$ cat config.mk
export PLATFORM = sky130hd
export DESIGN_NAME = dma_burst_arb
export DESIGN_NICKNAME = d
export VERILOG_FILES = /design/src/rtl/dma_arb_pkg.sv /design/src/rtl/dma_arb_pick.sv /design/src/rtl/dma_arb_pacer.sv /design/src/rtl/dma_arb_chan.sv /design/src/rtl/dma_burst_arb.sv
export SDC_FILE = /design/constraint.sdc
export NUM_CORES = 1
export LEC_CHECK = 0
export BUFFER_PORTS_ARGS = -buffer_cell sky130_fd_sc_hd__buf_2
export CAP_MARGIN = 20
export CORE_ASPECT_RATIO = 1.1
export CORE_MARGIN = 2
export CORE_UTILIZATION = 49
export DETAILED_ROUTE_END_ITERATION = 16
export PLACE_DENSITY = 0.82
export SLEW_MARGIN = 40
export SYNTH_ARGS = -nofsm -noshare
export SYNTH_HDL_FRONTEND = slang
export SYNTH_HIERARCHICAL = 1
export SYNTH_SLANG_ARGS = --single-unit
$ cat constraint.sdc
create_clock -name clk -period 5.21 [get_ports clk]
set_input_delay 1.3025 -clock clk [delete_from_list [all_inputs] [get_ports clk]]
set_output_delay 1.3025 -clock clk [all_outputs]
set_load 0.05 [all_outputs]
$ cat src/rtl/dma_arb_pkg.sv
package dma_arb_pkg;
  localparam int NCH = 2;
  typedef enum logic {PH_IDLE = 1'b0, PH_BURST = 1'b1} burst_st_e;
endpackage

$ cat src/rtl/dma_arb_pick.sv
module dma_arb_pick (
  input  logic [1:0] req,
  input  logic       last,
  output logic       any,
  output logic       pick
);
  always_comb begin
    any = |req;
    if (req == 2'b11) pick = ~last;
    else              pick = req[1];
  end
endmodule

$ cat src/rtl/dma_arb_pacer.sv
module dma_arb_pacer #(
  parameter int DIVW   = 8,
  parameter int LENW   = 9,
  parameter int MAXLEN = 256
) (
  input  logic            clk,
  input  logic            rst_n,
  input  logic            start,
  input  logic [DIVW-1:0] div_cfg,
  input  logic [LENW-1:0] len_cfg,
  output logic            busy,
  output logic            strobe,
  output logic            first_ph
);
  import dma_arb_pkg::*;
  localparam logic [LENW-1:0] LEN_CAP = LENW'(MAXLEN);

  burst_st_e       st_q, st_d;
  logic [DIVW-1:0] ph_q, ph_d, per_m1;
  logic [LENW-1:0] wd_q, wd_d, len_m1;
  logic            last_word;

  always_comb begin
    per_m1 = (div_cfg == '0) ? DIVW'(1) : div_cfg;
    if (len_cfg == '0)          len_m1 = '0;
    else if (len_cfg > LEN_CAP) len_m1 = LEN_CAP - 1'b1;
    else                        len_m1 = len_cfg - 1'b1;
  end

  assign busy      = (st_q == PH_BURST);
  assign strobe    = busy && (ph_q == per_m1);
  assign first_ph  = busy && (ph_q == '0);
  assign last_word = (wd_q == len_m1);

  always_comb begin
    st_d = st_q;
    ph_d = ph_q;
    wd_d = wd_q;
    if (!busy) begin
      if (start) begin
        st_d = PH_BURST;
        ph_d = '0;
        wd_d = '0;
      end
    end else if (strobe) begin
      if (last_word) begin
        st_d = PH_IDLE;
      end else begin
        wd_d = wd_q + 1'b1;
        ph_d = '0;
      end
    end else begin
      ph_d = ph_q + 1'b1;
    end
  end

  always_ff @(posedge clk or negedge rst_n) begin
    if (!rst_n) begin
      st_q <= PH_IDLE;
      ph_q <= '0;
      wd_q <= '0;
    end else begin
      st_q <= st_d;
      ph_q <= ph_d;
      wd_q <= wd_d;
    end
  end
endmodule

$ cat src/rtl/dma_arb_chan.sv
module dma_arb_chan #(
  parameter int AW = 16,
  parameter int CW = 16
) (
  input  logic          clk,
  input  logic          rst_n,
  input  logic          inc,
  input  logic [AW-1:0] base,
  output logic [AW-1:0] addr,
  output logic [CW-1:0] count
);
  logic [CW-1:0] cnt_q, cnt_d;
  logic [AW-1:0] off;

  generate
    if (CW >= AW) begin : g_trunc
      assign off = cnt_q[AW-1:0];
    end else begin : g_ext
      assign off = {{(AW-CW){1'b0}}, cnt_q};
    end
  endgenerate

  always_comb cnt_d = inc ? cnt_q + 1'b1 : cnt_q;

  always_ff @(posedge clk or negedge rst_n) begin
    if (!rst_n) cnt_q <= '0;
    else        cnt_q <= cnt_d;
  end

  assign addr  = base + off;
  assign count = cnt_q;
endmodule

$ cat src/rtl/dma_burst_arb.sv
module dma_burst_arb #(
  parameter int DW     = 32,
  parameter int AW     = 16,
  parameter int CW     = 16,
  parameter int DIVW   = 8,
  parameter int LENW   = 9,
  parameter int MAXLEN = 256
) (
  input  logic            clk,
  input  logic            rst_n,
  input  logic            dir_wr,
  input  logic [DIVW-1:0] div_cfg,
  input  logic [LENW-1:0] len_cfg,
  input  logic [AW-1:0]   base0,
  input  logic [AW-1:0]   base1,
  input  logic [1:0]      dreq,
  output logic [1:0]      dack,
  output logic            dev_rd,
  output logic            dev_wr,
  input  logic [DW-1:0]   dev_rdata,
  output logic [DW-1:0]   dev_wdata,
  output logic            mem_req,
  output logic            mem_we,
  output logic [AW-1:0]   mem_addr,
  output logic [DW-1:0]   mem_wdata,
  input  logic [DW-1:0]   mem_rdata,
  output logic [CW-1:0]   words0,
  output logic [CW-1:0]   words1
);
  import dma_arb_pkg::*;

  logic          any_req, pick, start;
  logic          sel_q, sel_d;
  logic          busy, strobe, first_ph;
  logic [AW-1:0] base_w [NCH];
  logic [AW-1:0] addr_w [NCH];
  logic [CW-1:0] cnt_w  [NCH];

  dma_arb_pick u_pick (
    .req  (dreq),
    .last (sel_q),
    .any  (any_req),
    .pick (pick)
  );

  assign start = any_req && !busy;

  always_comb sel_d = start ? pick : sel_q;

  // channel 0 wins the very first tie: pretend channel 1 was served last
  always_ff @(posedge clk or negedge rst_n) begin
    if (!rst_n) sel_q <= 1'b1;
    else        sel_q <= sel_d;
  end

  dma_arb_pacer #(.DIVW(DIVW), .LENW(LENW), .MAXLEN(MAXLEN)) u_pacer (
    .clk      (clk),
    .rst_n    (rst_n),
    .start    (start),
    .div_cfg  (div_cfg),
    .len_cfg  (len_cfg),
    .busy     (busy),
    .strobe   (strobe),
    .first_ph (first_ph)
  );

  assign base_w[0] = base0;
  assign base_w[1] = base1;

  generate
    for (genvar i = 0; i < NCH; i++) begin : g_ch
      dma_arb_chan #(.AW(AW), .CW(CW)) u_chan (
        .clk   (clk),
        .rst_n (rst_n),
        .inc   (strobe && (sel_q == 1'(i))),
        .base  (base_w[i]),
        .addr  (addr_w[i]),
        .count (cnt_w[i])
      );
    end
  endgenerate

  assign dack      = busy ? (sel_q ? 2'b10 : 2'b01) : 2'b00;
  assign dev_rd    = strobe && !dir_wr;
  assign dev_wr    = strobe && dir_wr;
  assign mem_req   = dir_wr ? first_ph : strobe;
  assign mem_we    = strobe && !dir_wr;
  assign mem_addr  = sel_q ? addr_w[1] : addr_w[0];
  assign mem_wdata = dev_rdata;
  assign dev_wdata = mem_rdata;
  assign words0    = cnt_w[0];
  assign words1    = cnt_w[1];
endmodule

==> results by group <==
Pwr
  • Maximum vdd ir drop: 0.000269 V
  • Power density cells: 272 nW/µm²
  • Static Leak: 2.82 nW

Cells and area
  • # nets final: 798
  • Fillers: 1,019
  • Multi-input gate area: 3480 µm²
  • Storage cell area: about 1300 µm²
  • Antenna fix cells: 0
  • Area growth syn-to-layout: 5.43%
  • Final Util: between 50% and 60%
  • Share of cells above drive strength 1: 27.4%

Place
  • Pre-CTS setup slack: 0.191 ns
  • Gpl congestion: around 0.9
  • Port bufs: roughly 110
  • DPL Wire Length: about 10,000 µm

CTS
  • CTS Sinks: 51
  • TritonCTS clock tree: yes
  • Skew-Pair Late Insertion Delay: ~0.30 ns
  • Clock Path Buffers: 2
  • Post-CTS sizing: 0
  • H-Tree Depth: 2
  • Clk root buf: clkbuf_16
  • Hold_buf cts: 0
  • Number of post-CTS setup repair buffers: 0
  • Clk pin slew, worst setup/hold paths: 0.06 ns
  • CTS Buf Count: 5

STA
  • Sum Neg Setup Slack: 0 ns
  • RSZ-0062 raised after global routing: false
  • Final Hold Viols: 0
  • Max Freq: roughly 0.2 GHz
  • Max Slew Vio Count: 0
  • Slew @ Worst Pin: about 0.7 ns
  • Skew final: 0.00718 ns
  • Final Cycle Share: between 90 and 100%
  • Post-route setup slack: 0.195 ns
  • Slew headroom: 54.1%
  • Final setup viols: 0
  • Final min period: 5.02 ns

Synthesis
  • Syn_nets: 761
  • Sequential area share after synthesis: 23.5%
  • Number of synthesized flops with an enable pin: 0
  • Synth Instances: around 610
  • Synth unique cells: 89
  • Most common cell in the netlist: buf_4
  • Post-Syn Area: 5440 µm²
  • Synth Area per Inst: 8.98 µm²
  • FFs w/ async S/R, synth: between 90% and 100%
  • Synth Warn #: 6
  • Area share of the largest cell type after synthesis: 23.0%
  • Area leader, netlist: dfrtp_1
  • Largest cells by area after synthesis: dfrtp_1, buf_4, ha_1
  • Synth top cells by count: buf_4, dfrtp_1, xnor2_1, ha_1, nand2_1
  • Leading register cell type out of synthesis: dfrtp_1
  • Synth Register Bits: 51

Worst setup path
  • Worst Path Arrival: 3.71 ns
  • Crit-path slowest cell: or4b_1
  • CP endpoint kind: output pin
  • Top Family by Delay on Critical Path: compound AO/OA/AOI/OAI gates
  • Worst Path Max Fanout: 4
  • Largest stage delay, worst path: 0.45 ns
  • Critical Path RT: 3.91 ns
  • Most used cell, CP: buf_2
  • Cell breakdown of the critical path: buf_2, ha_1, fa_1, a21oi_2, o221ai_2, a31oi_4, or4b_1, o311ai_1, mux2_4, buf_2
  • CP startpoint kind: primary input
  • Number of buffers and inverters on the critical path: 2
  • Worst setup path class: primary input to output pin

Detailed routing
  • Vias per cell: 5.87
  • Total number of vias: 4,634
  • Detailed Route WL: ~13,000 µm
  • DRC violations left: 0
  • 1st-iter DRT viols: 191
  • Drt pass-1 iters: 4
  • Routed wire length per instance: 16.1 µm
  • Final antenna-violating net count: 0

Floorplan
  • Starting Density: 50.0%
  • Die height: 114 µm
  • Die Wd: 104 µm
  • Die ar.: 12,000 µm²
  • Core Footprint: approximately 11,000 µm²
  • Ports: 236
  • # rows: 40

Global routing
  • GR peak layer: met2
  • Remaining Overflow, GRT: 0
  • First-pass GRT wire length: ~21,000 µm
  • All-layer global routing usage: between 20% and 30%
  • Largest net degree at the start of global routing: 52
  • GRT met3 Usage: 4.27%
  • Grt met2 use: between 30% and 40%
  • Vias in the first global route: 4,539
  • Met1 usage: 24.3%
  • Initial antenna violation count: 0

Min path
  • Worst min path class: flop to flop

Job
  • MaxCap Viol Count: 0

Run status
  • Status: finished clean
## routing by layer
layer	vias to the layer above	wire length, µm
met3	37	729
met2	182	6530
met5	-	0
met4	0	304
li1	2218	-
met1	2197	5130
## through the flow
step           instances  cell area [µm²]  total power, W  hold slack (ns)
2_1_floorplan        605             5440         0.00121            0.490
6_report             790             5730         0.00156            0.511
3_5_place_dp         782             5590         0.00123            0.502
5_1_grt              790             5730         0.00164            0.532
4_1_cts              790             5730         0.00157            0.515
3_3_place_gp         782             5590         0.00121            0.498
## sequential cells by signal (all words and copies together) (netlist names)
name / count
u_pacer/busy: 1
u_pacer/wd_q: 9
sel_q: 1
g_ch.u_chan/count: 32
u_pacer/ph_q: 8
## logic make-up (layout without fill, tap and decap cells)
| logic type | after synthesis | in the layout | share of synthesized area [%] |
|---|---|---|---|
| fa+ha+maj | 38 | 38 | 9.02 |
| compound gates | 127 | 127 | 17.9 |
| mux | 25 | 25 | 6.10 |
| xor+xnor | 65 | 65 | 10.5 |
| flops | 51 | 51 | 23.5 |
| buf+inv | 104 | 142 | 12.5 |
| simple gates | 195 | 195 | 20.5 |
## power breakdown
| part | total [W] | internal [W] | switching (W) |
|---|---|---|---|
| combinational | 0.000675 | 0.000262 | 0.000414 |
| clock | 0.000332 | 0.000180 | 0.000152 |
| sequential | 0.000552 | 0.000444 | 0.000108 |
## worst paths after layout
path                                                       from                                   end  slack (ns)  depth (start not counted)
max                                                    base0[0]                          mem_addr[14]        0.19                         10
min                        g_ch[0].u_chan/count[15]$_DFFE_PN0P_  g_ch[0].u_chan/count[15]$_DFFE_PN0P_        0.51                          1
max reg2reg                         u_pacer/ph_q[3]$_DFFE_PN0P_  g_ch[0].u_chan/count[13]$_DFFE_PN0P_        1.80                         11
min reg2reg                g_ch[0].u_chan/count[15]$_DFFE_PN0P_  g_ch[0].u_chan/count[15]$_DFFE_PN0P_        0.51                          1
max in group asynchronous                                 rst_n   g_ch[0].u_chan/count[1]$_DFFE_PN0P_        3.62                          2
min in group asynchronous                                 rst_n  g_ch[1].u_chan/count[13]$_DFFE_PN0P_        1.13                          2
## placed cells by master, fill, tap and decap left out, drive strengths merged, types with 7 or more instances in the layout
| master | synthesis | routed |
|---|---|---|
| buf | 73 | 109 |
| dfrtp | 50 | 50 |
| xnor2 | 39 | 39 |
| ha | 36 | 36 |
| nand2 | 34 | 34 |
| nor2 | 28 | 28 |
| nand3 | 28 | 28 |
| xor2 | 26 | 26 |
| inv | 25 | 26 |
| a21oi | 26 | 26 |
| o21ai | 26 | 26 |
| mux2 | 20 | 20 |
| nand4 | 18 | 18 |
| nor3 | 15 | 15 |
| and3 | 14 | 14 |
| a211oi | 10 | 10 |
| a31oi | 9 | 9 |
| a21o | 8 | 8 |
| nand2b | 8 | 8 |
| nor2b | 8 | 8 |
| nor4 | 7 | 7 |
## final cells by class
cell class	count	share of cell area, %
multi-input cells	450	60.7
flip-flops and latches	51	22.3
repair buffers	109	9.61
well taps	147	3.21
clock buffers	6	2.25
inverters	25	1.64
clock inverters	2	0.284
(Power assumes the default switching activity.)
